===== src/rtl/gpio_bank_pkg.sv =====
// Package: shared setup-register layout for the GPIO pin bank.
// Assumes: 8-bit setup registers; bits above the interrupt enable are reserved.
package gpio_bank_pkg;
    localparam int CFG_W   = 8;
    localparam int BIT_DIR = 0;   // 1 = input
    localparam int BIT_POL = 1;   // 1 = invert
    localparam int BIT_OD  = 2;   // 1 = open-drain
    localparam int BIT_ALT = 3;   // 1 = alternate source
    localparam int BIT_IEN = 4;   // 1 = interrupt enable
    localparam logic [CFG_W-1:0] CFG_RST  = 8'h01;
    localparam logic [CFG_W-1:0] CFG_MASK = 8'h1F;
endpackage


===== src/rtl/gpio_pin.sv =====
// Module: gpio_pin
// One pin slice. It holds the pin's setup register and data latch, works out the
// pad drive, synchronises the pad input and detects rising input edges.
// Assumes: pad_in is asynchronous; the caller gates cfg_we with the config state.
module gpio_pin
    import gpio_bank_pkg::*;
(
    input  logic             clk,
    input  logic             rst_n,
    input  logic             cfg_we,
    input  logic [CFG_W-1:0] cfg_wdata,
    input  logic             dat_we,
    input  logic             dat_wbit,
    input  logic             pad_in,
    input  logic             alt_src,
    output logic [CFG_W-1:0] cfg_q,
    output logic             dat_rbit,
    output logic             pad_oe,
    output logic             pad_out,
    output logic             irq
);
    logic [CFG_W-1:0] cfg_r;
    logic             lat_r;
    logic             sync1_r, sync2_r;
    logic             prev_r;
    logic             in_val, drv_src, drv_val;
    logic             is_in, inv, od;

    assign is_in = cfg_r[BIT_DIR];
    assign inv   = cfg_r[BIT_POL];
    assign od    = cfg_r[BIT_OD];

    // Setup register: loads masked write data, so reserved bits stay zero.
    always_ff @(posedge clk) begin
        if (!rst_n)      cfg_r <= CFG_RST;
        else if (cfg_we) cfg_r <= cfg_wdata & CFG_MASK;
    end

    // Data latch: the value an output pin drives in GPIO mode.
    always_ff @(posedge clk) begin
        if (!rst_n)      lat_r <= 1'b0;
        else if (dat_we) lat_r <= dat_wbit;
    end

    // Two-flop synchroniser for the asynchronous pad level.
    always_ff @(posedge clk) begin
        if (!rst_n) begin
            sync1_r <= 1'b0;
            sync2_r <= 1'b0;
        end else begin
            sync1_r <= pad_in;
            sync2_r <= sync1_r;
        end
    end

    // Input value after optional inversion.
    assign in_val = sync2_r ^ inv;

    // Previous input value, for rising-edge detection.
    always_ff @(posedge clk) begin
        if (!rst_n) prev_r <= 1'b0;
        else        prev_r <= in_val;
    end

    // Drive path: pick the source, apply inversion, then form the pad signals.
    always_comb begin
        drv_src = cfg_r[BIT_ALT] ? alt_src : lat_r;
        drv_val = drv_src ^ inv;
        if (is_in) begin
            pad_oe  = 1'b0;
            pad_out = 1'b0;
        end else if (od) begin
            pad_oe  = ~drv_val;
            pad_out = 1'b0;
        end else begin
            pad_oe  = 1'b1;
            pad_out = drv_val;
        end
    end

    assign irq      = cfg_r[BIT_IEN] & is_in & in_val & ~prev_r;
    assign dat_rbit = is_in ? in_val : lat_r;
    assign cfg_q    = cfg_r;

    // an input pin never enables its pad driver
    a_r2_input_floats: assert property (@(posedge clk) disable iff (!rst_n)
        cfg_q[BIT_DIR] |-> !pad_oe);
    // open-drain never drives a high level
    a_r4_od_never_high: assert property (@(posedge clk) disable iff (!rst_n)
        (pad_oe && cfg_q[BIT_OD]) |-> !pad_out);
    // interrupt request lasts a single clock
    a_r6_irq_one_clock: assert property (@(posedge clk) disable iff (!rst_n)
        irq |=> !irq);
    // reserved setup bits stay clear
    a_r8_reserved_clear: assert property (@(posedge clk) disable iff (!rst_n)
        cfg_q[CFG_W-1:BIT_IEN+1] == '0);
endmodule


===== src/rtl/gpio_regport.sv =====
// Module: gpio_regport
// Byte-wide register port decode. It steers writes to the setup registers (only in
// config state) or to the data register, and muxes read data.
// Assumes: NUM_PINS <= 8 and ADDR_W >= 4; the data register sits at 2**(ADDR_W-1).
module gpio_regport
    import gpio_bank_pkg::*;
#(
    parameter int NUM_PINS = 8,
    parameter int ADDR_W   = 4
) (
    input  logic                      cfg_mode,
    input  logic                      reg_wr,
    input  logic [ADDR_W-1:0]         reg_addr,
    input  logic [NUM_PINS*CFG_W-1:0] cfg_flat,
    input  logic [NUM_PINS-1:0]       dat_flat,
    output logic [NUM_PINS-1:0]       cfg_we,
    output logic                      dat_we,
    output logic [7:0]                reg_rdata
);
    localparam logic [ADDR_W-1:0] DATA_IDX = ADDR_W'(1) << (ADDR_W - 1);

    // Per-pin setup write enables, locked outside config state.
    for (genvar i = 0; i < NUM_PINS; i++) begin : g_we
        assign cfg_we[i] = reg_wr & cfg_mode & (reg_addr == ADDR_W'(i));
    end

    assign dat_we = reg_wr & (reg_addr == DATA_IDX);

    // Read mux: data register, a setup register, or zero for unmapped addresses.
    always_comb begin
        reg_rdata = '0;
        if (reg_addr == DATA_IDX) begin
            reg_rdata[NUM_PINS-1:0] = dat_flat;
        end else begin
            for (int i = 0; i < NUM_PINS; i++) begin
                if (reg_addr == ADDR_W'(i)) reg_rdata = cfg_flat[i*CFG_W +: CFG_W];
            end
        end
    end
endmodule


===== src/rtl/gpio_bank.sv =====
// Module: gpio_bank (top)
// Bank of NUM_PINS configurable GPIO pins behind a byte-wide register port.
// Assumes: synchronous active-low reset; pad_in and alt_src may be asynchronous.
module gpio_bank
    import gpio_bank_pkg::*;
#(
    parameter int NUM_PINS = 8,
    parameter int ADDR_W   = 4
) (
    input  logic                clk,
    input  logic                rst_n,
    input  logic                cfg_mode,
    input  logic                reg_wr,
    input  logic [ADDR_W-1:0]   reg_addr,
    input  logic [7:0]          reg_wdata,
    output logic [7:0]          reg_rdata,
    input  logic [NUM_PINS-1:0] pad_in,
    input  logic [NUM_PINS-1:0] alt_src,
    output logic [NUM_PINS-1:0] pad_oe,
    output logic [NUM_PINS-1:0] pad_out,
    output logic [NUM_PINS-1:0] irq
);
    logic [NUM_PINS*CFG_W-1:0] cfg_flat;
    logic [NUM_PINS-1:0]       dat_flat;
    logic [NUM_PINS-1:0]       cfg_we;
    logic                      dat_we;

    gpio_regport #(.NUM_PINS(NUM_PINS), .ADDR_W(ADDR_W)) u_regport (
        .cfg_mode (cfg_mode),
        .reg_wr   (reg_wr),
        .reg_addr (reg_addr),
        .cfg_flat (cfg_flat),
        .dat_flat (dat_flat),
        .cfg_we   (cfg_we),
        .dat_we   (dat_we),
        .reg_rdata(reg_rdata)
    );

    for (genvar i = 0; i < NUM_PINS; i++) begin : g_pin
        gpio_pin u_pin (
            .clk      (clk),
            .rst_n    (rst_n),
            .cfg_we   (cfg_we[i]),
            .cfg_wdata(reg_wdata),
            .dat_we   (dat_we),
            .dat_wbit (reg_wdata[i]),
            .pad_in   (pad_in[i]),
            .alt_src  (alt_src[i]),
            .cfg_q    (cfg_flat[i*CFG_W +: CFG_W]),
            .dat_rbit (dat_flat[i]),
            .pad_oe   (pad_oe[i]),
            .pad_out  (pad_out[i]),
            .irq      (irq[i])
        );
    end

    // setup registers hold while the config-state flag was low
    a_r7_cfg_locked: assert property (@(posedge clk) disable iff (!rst_n)
        !cfg_mode |=> $stable(cfg_flat));
endmodule


===== config.mk =====
export PLATFORM = sky130hd
export DESIGN_NAME = gpio_bank
export DESIGN_NICKNAME = d
export VERILOG_FILES = /design/src/rtl/gpio_bank_pkg.sv /design/src/rtl/gpio_pin.sv /design/src/rtl/gpio_regport.sv /design/src/rtl/gpio_bank.sv
export SDC_FILE = /design/constraint.sdc
export NUM_CORES = 1
export LEC_CHECK = 0
export ABC_AREA = 1
export BUFFER_PORTS_ARGS = -buffer_cell sky130_fd_sc_hd__clkbuf_2
export CAP_MARGIN = 30
export CELL_PAD_IN_SITES_DETAIL_PLACEMENT = 2
export CELL_PAD_IN_SITES_GLOBAL_PLACEMENT = 2
export CORE_ASPECT_RATIO = 1.5
export CORE_UTILIZATION = 30
export DETAILED_ROUTE_END_ITERATION = 8
export PLACE_DENSITY_LB_ADDON = 0.2
export SYNTH_ARGS = -nofsm -noshare
export SYNTH_HDL_FRONTEND = slang
export SYNTH_SLANG_ARGS = --single-unit

===== constraint.sdc =====
create_clock -name clk -period 1.15 [get_ports clk]
set_input_delay 0.115 -clock clk [delete_from_list [all_inputs] [get_ports clk]]
set_output_delay 0.115 -clock clk [all_outputs]
set_load 0.05 [all_outputs]

After elaboration in Yosys (flattened, before gate mapping)
Cells that the tools add are included.
{ "word_totals": {"reg_bits": 72, "inputBits": 32, "wordCells": 172} }
{ "op_classes": {"eq_ne": 8, "muxes": 57, "bitwise_logic": 66, "n_reduce_logical": 1} }
{ "op_table": {"columns": ["operator", "count"], "rows": [
  ["1-bit two-way mux", 48],
  ["5-bit two-way mux", 8],
  ["1-bit bitwise AND", 34],
  ["4-bit by 3-bit == test with 1-bit output, second input constant", 4],
  ["1-bit NOT", 16],
  ["1-bit bitwise XOR", 16],
  ["4-bit by 2-bit == test with 1-bit output, second input constant", 2],
  ["8-bit two-way mux", 1],
  ["4-bit by 1-bit == test with 1-bit output, second input constant", 1],
  ["4-bit == test, second input constant", 1],
  ["4-bit logical NOT", 1]
]} }

Longest topological paths before layout
{ "logic_depth": {"depth_word": 10, "ltp_mapped": 9, "depth_no_buf": 9} }

Modules after synthesis
From an unflattened synthesis, not the netlist that was laid out.
{ "unflattened": {"cells_unflattened": 596, "hier_area_um2": 3995.1} }
{ "modules_own_cells": {"columns": ["mod", "instances", "cells_each", "area_each_um2", "seq_area_each_um2"], "rows": [
  ["gpio_pin", 8, 55, 406.6, 180.2],
  ["gpio_regport", 1, 156, 742.0, 0.0]
]} }

Least setup slack after synthesis
Ideal clock, no wire load.
{ "synth_path": {"path_kind": "reg-to-output", "start": "register g_pin[7].u_pin.cfg_r[1]", "end": "output port reg_rdata[7]", "arrival_ns": 1.487, "required_ns": 1.035, "setup_slack_ns": -0.452, "path_stages_with_launch": 4, "n_path_buf": 0, "cell_sequence": "dfxtp_1 xnor2_1 or2_2 a21oi_1"} }
{ "synth_via": {"elab_chain_cells": 3} }
{ "synth_lines": {"columns": ["element", "line_no", "rtl"], "rows": [
  ["from (decl)", "gpio_pin.sv:22", "logic [CFG_W-1:0] cfg_r;"],
  ["from (signal assigned)", "gpio_pin.sv:36", "else if (cfg_we) cfg_r <= cfg_wdata & CFG_MASK;"],
  ["1-bit bitwise XOR", "gpio_pin.sv:57", "assign in_val = sync2_r ^ inv;"],
  ["1-bit two-way mux", "gpio_pin.sv:82", "assign dat_rbit = is_in ? in_val : lat_r;"],
  ["8-bit two-way mux", "gpio_regport.sv:32", "if (reg_addr == DATA_IDX) begin"],
  ["to (decl)", "gpio_bank.sv:16", "output logic [7:0] reg_rdata,"]
]} }
No other way between the ends.

Worst setup path in the final report
{ "layout_path": {"start": "register g_pin[0].u_pin.cfg_r[4]", "end": "output port reg_rdata[4]"} }
{ "layout_via": {"elab_chain_cells": 9} }
{ "layout_lines": {"columns": ["element", "line_no", "rtl"], "rows": [
  ["from (decl)", "gpio_pin.sv:22", null],
  ["from (signal assigned)", "gpio_pin.sv:36", null],
  ["5-bit two-way mux (8 in a row)", "gpio_regport.sv:36", "if (reg_addr == ADDR_W'(i)) reg_rdata = cfg_flat[i*CFG_W +: CFG_W];"],
  ["8-bit two-way mux", "gpio_regport.sv:32", null]
]} }
No other way between the ends.

==> impl_metrics.csv <==
group,metric,value,unit
placed_design,place_ws,-0.323,ns
worst_setup_path,crit_type,"reg -> out",
synthesis,synth-edff-count,0,
synthesis,ys_seq_area_share,41.2,%
synthesis,synthCells,502,
synthesis,yosysMostFrequentCell,"nand2_1",
timing,max_freq,555,MHz
routing,detail-route-antenna-nets,0,
routing,vias_per_cell,5.31,
routing,drt-total-wl,23100,um
clock_network,clkTransAtPathRegs,0.06,ns
worst_setup_path,path_cells,"nand3_1 > nand3_2 > nor2_2 > nand4_1 > nand2_1 > nand2_2 > buf_12",
timing,post-route-period-util,157,%
timing,setup_viol,42,
pwr,peakVddDrop,0.00122,V
timing,rsz0062_at_grt,"true",
die,rows,48,
grt,grt_pass1_vias,4774,
grt,globalRouteOverflowTotal,0,
pwr,power.total,6.60,mW
final_layout,fin_nets,684,
synthesis,synthTopCellsByArea,"dfxtp_1, nand2_1, inv_1",
die,core,11400,sq um
final_layout,n_antenna_cell,0,
final_layout,final_cells,807,
synthesis,yosys.area.top_type,"dfxtp_1",
synthesis,synth.distinct_cells,24,
die,die_h,134,um
synthesis,synthArstFlopShare,0,%
synthesis,synthTopCellsByCount,"nand2_1, inv_1, dfxtp_1",
status,run_status,"complete, but fails checks",
grt,grt_util_all_layers,32.6,%
placed_design,placedCellCount,758,
pwr,pwr_density_cell,1040,nW/um^2
grt,grt_max_degree,31,
timing,maxSlewViolCount,0,
synthesis,synth-warning-count,0,
timing,relSlewSlack,62.8,%
synthesis,synthesis.nets,534,
final_layout,drive_gt1_share,57.4,%
timing,timing.final.ws_setup,-0.653,ns
worst_setup_path,cpMaxStageDelayCell,"dfxtp_1",
routing,drtIter0Drc,233,
worst_setup_path,critical-path-max-stage-delay,0.35,ns
routing,remaining_drc_errors,0,
synthesis,yosys_most_used_dff,"dfxtp_1",
clock_network,cts_tree,"done",
placed_design,dp_hpwl,10500,um
timing,fin_worst_skew,0.00549,ns
synthesis,yosys.area.top_type_share,41.2,%
final_layout,area_delta_synth_final,81.4,%
timing,hold_viol_final,0,
synthesis,avgSynthCellArea,6.98,sq um
status,failed_checks,"setup timing",
synthesis,netlist_area,3500,sq um
clock_network,root_buffer,"clkbuf_16",
timing,fin_tns_setup,-15.13,ns
timing,worst_slew_pin_slew,0.557,ns
flow_run,cap_violations,0,
die,start_util,30.7,%
worst_setup_path,crit_path_max_fanout,2,
routing,num_vias,4285,
synthesis,synth_seq_cells,72,
worst_setup_path,endpoint_kind,"output port",
clock_network,clkLatencyLatePin,0.36,ns
timing,finalHoldWorstSlack,0.0723,ns
die,die_w,90.2,um
grt,grt_antenna_before_repair,0,
worst_setup_path,cp-start-kind,"register",
clock_network,numCtsBuffers,9,
clock_network,clockBufferDepth,2,
die,dieArea,12100,sq um
worst_setup_path,crit_arrival,1.69,ns
placed_design,io_buffers,63,
die,io_pins,64,
placed_design,gp_congestion,0.843,
worst_setup_path,critical_path_required,1.03,ns
clock_network,cts_max_level,3,
pwr,leakage,2.71,nW
routing,wl_per_cell,28.6,um
timing,final.min_clock_period,1.80,ns
hold_path,hp-class,"in -> reg",
routing,first_pass_iters,5,
grt,grt_pass1_wl,29000,um
clock_network,cts.sinks,72,
## registers in the layout (all words and copies together), names as in the netlist
name	count
g_pin.u_pin.prev_r	8
g_pin.u_pin.sync2_r	8
g_pin.u_pin.lat_r	8
g_pin.u_pin.sync1_r	8
g_pin.u_pin.cfg_q	40
## worst paths after layout
kind	from	to	slack (ns)	depth (start not counted)
worst min-delay path	reg_wdata[6]	g_pin[6].u_pin.lat_r	0.07	3
worst max register to register	g_pin[2].u_pin.cfg_q[1]	g_pin[2].u_pin.prev_r	-0.01	6
worst max-delay path	g_pin[0].u_pin.cfg_q[4]	reg_rdata[4]	-0.65	7
worst min register to register	g_pin[1].u_pin.sync1_r	g_pin[1].u_pin.sync2_r	0.44	2
## kinds of logic after synthesis
group           after synthesis  share of synthesized area [%]
simple gates                200                           25.6
xor+xnor                     16                           4.00
buf+inv                     118                           15.4
compound gates               96                           13.8
flops                        72                           41.2
## per-layer routing
layer | share of wire [%] | wire length, um | track usage, % | up-vias
li1 | - | - | - | 1847
met1 | 37 | 8490 | 31.3 | 2171
met3 | 4.1 | 942 | 7.48 | 89
met5 | 0 | 0 | 0 | -
met4 | 5.8 | 1340 | 18.0 | 0
met2 | 53 | 12300 | 63.3 | 178
## power by group
| part | switching [mW] | leakage [nW] | internal (mW) | total, mW |
|---|---|---|---|---|
| Combinational | 0.602 | 1.96 | 0.387 | 0.990 |
| Sequential | 0.0560 | 0.602 | 2.53 | 2.58 |
| Clock | 1.23 | 0.150 | 1.80 | 3.03 |
| Total | 1.89 | 2.71 | 4.71 | 6.60 |
## final cells by class
type                    instances  area (sq um)
flip-flops and latches         72          1530
clock buffers                  13           260
fillers                      1144          5060
multi-input cells             313          2230
well taps                     150           188
repair buffers                173          1780
inverters                      83           330
clock inverters                 3          40.0
## per-stage QoR
| step | util, % | area (sq um) |
|---|---|---|
| 2_1_floorplan | - | 3570 |
| 3_3_place_gp | 43.3 | 4950 |
| 3_5_place_dp | 43.3 | 4950 |
| 4_1_cts | 51.3 | 5850 |
| 5_1_grt | 55.7 | 6350 |
| 6_report | 55.7 | 6350 |
## placed cells by master (no fill, tap or decap), types with 11 or more instances in the layout
cell | synthesis | layout
buf_4 | 24 | 84
nand2_1 | 98 | 72
inv_1 | 79 | 55
a21oi_1 | 45 | 38
buf_12 | 0 | 37
dfxtp_1 | 72 | 32
clkbuf_2 | 0 | 28
dfxtp_2 | 0 | 26
nand2_2 | 2 | 22
inv_2 | 4 | 21
nor2_1 | 38 | 21
o21ai_0 | 48 | 21
nor2_2 | 6 | 16
dfxtp_4 | 0 | 14
buf_6 | 1 | 14
o21ai_1 | 2 | 13
nand3_2 | 1 | 12
nor2_4 | 4 | 11
xor2_2 | 0 | 11
## critical path, delay by kind of cell, from the launching register on
family | cells | cell delay, ns
DFF | 1 | 0.35
and+or+nand+nor | 6 | 0.84
buffers and inverters | 1 | 0.15
## timing repair
| item | in CTS | in global routing |
|---|---|---|
| endpoints found under the setup margin | 37 | 66 |
| setup buffers | 16 | 9 |
| hold buffers | 8 | 0 |
| pin swaps | 52 | 52 |
| endpoints found under the hold margin | 8 | 0 |
| gates cloned | 0 | 3 |
| gates resized for setup | 145 | 130 |
No activity file was read; power rests on OpenSTA's default activity.
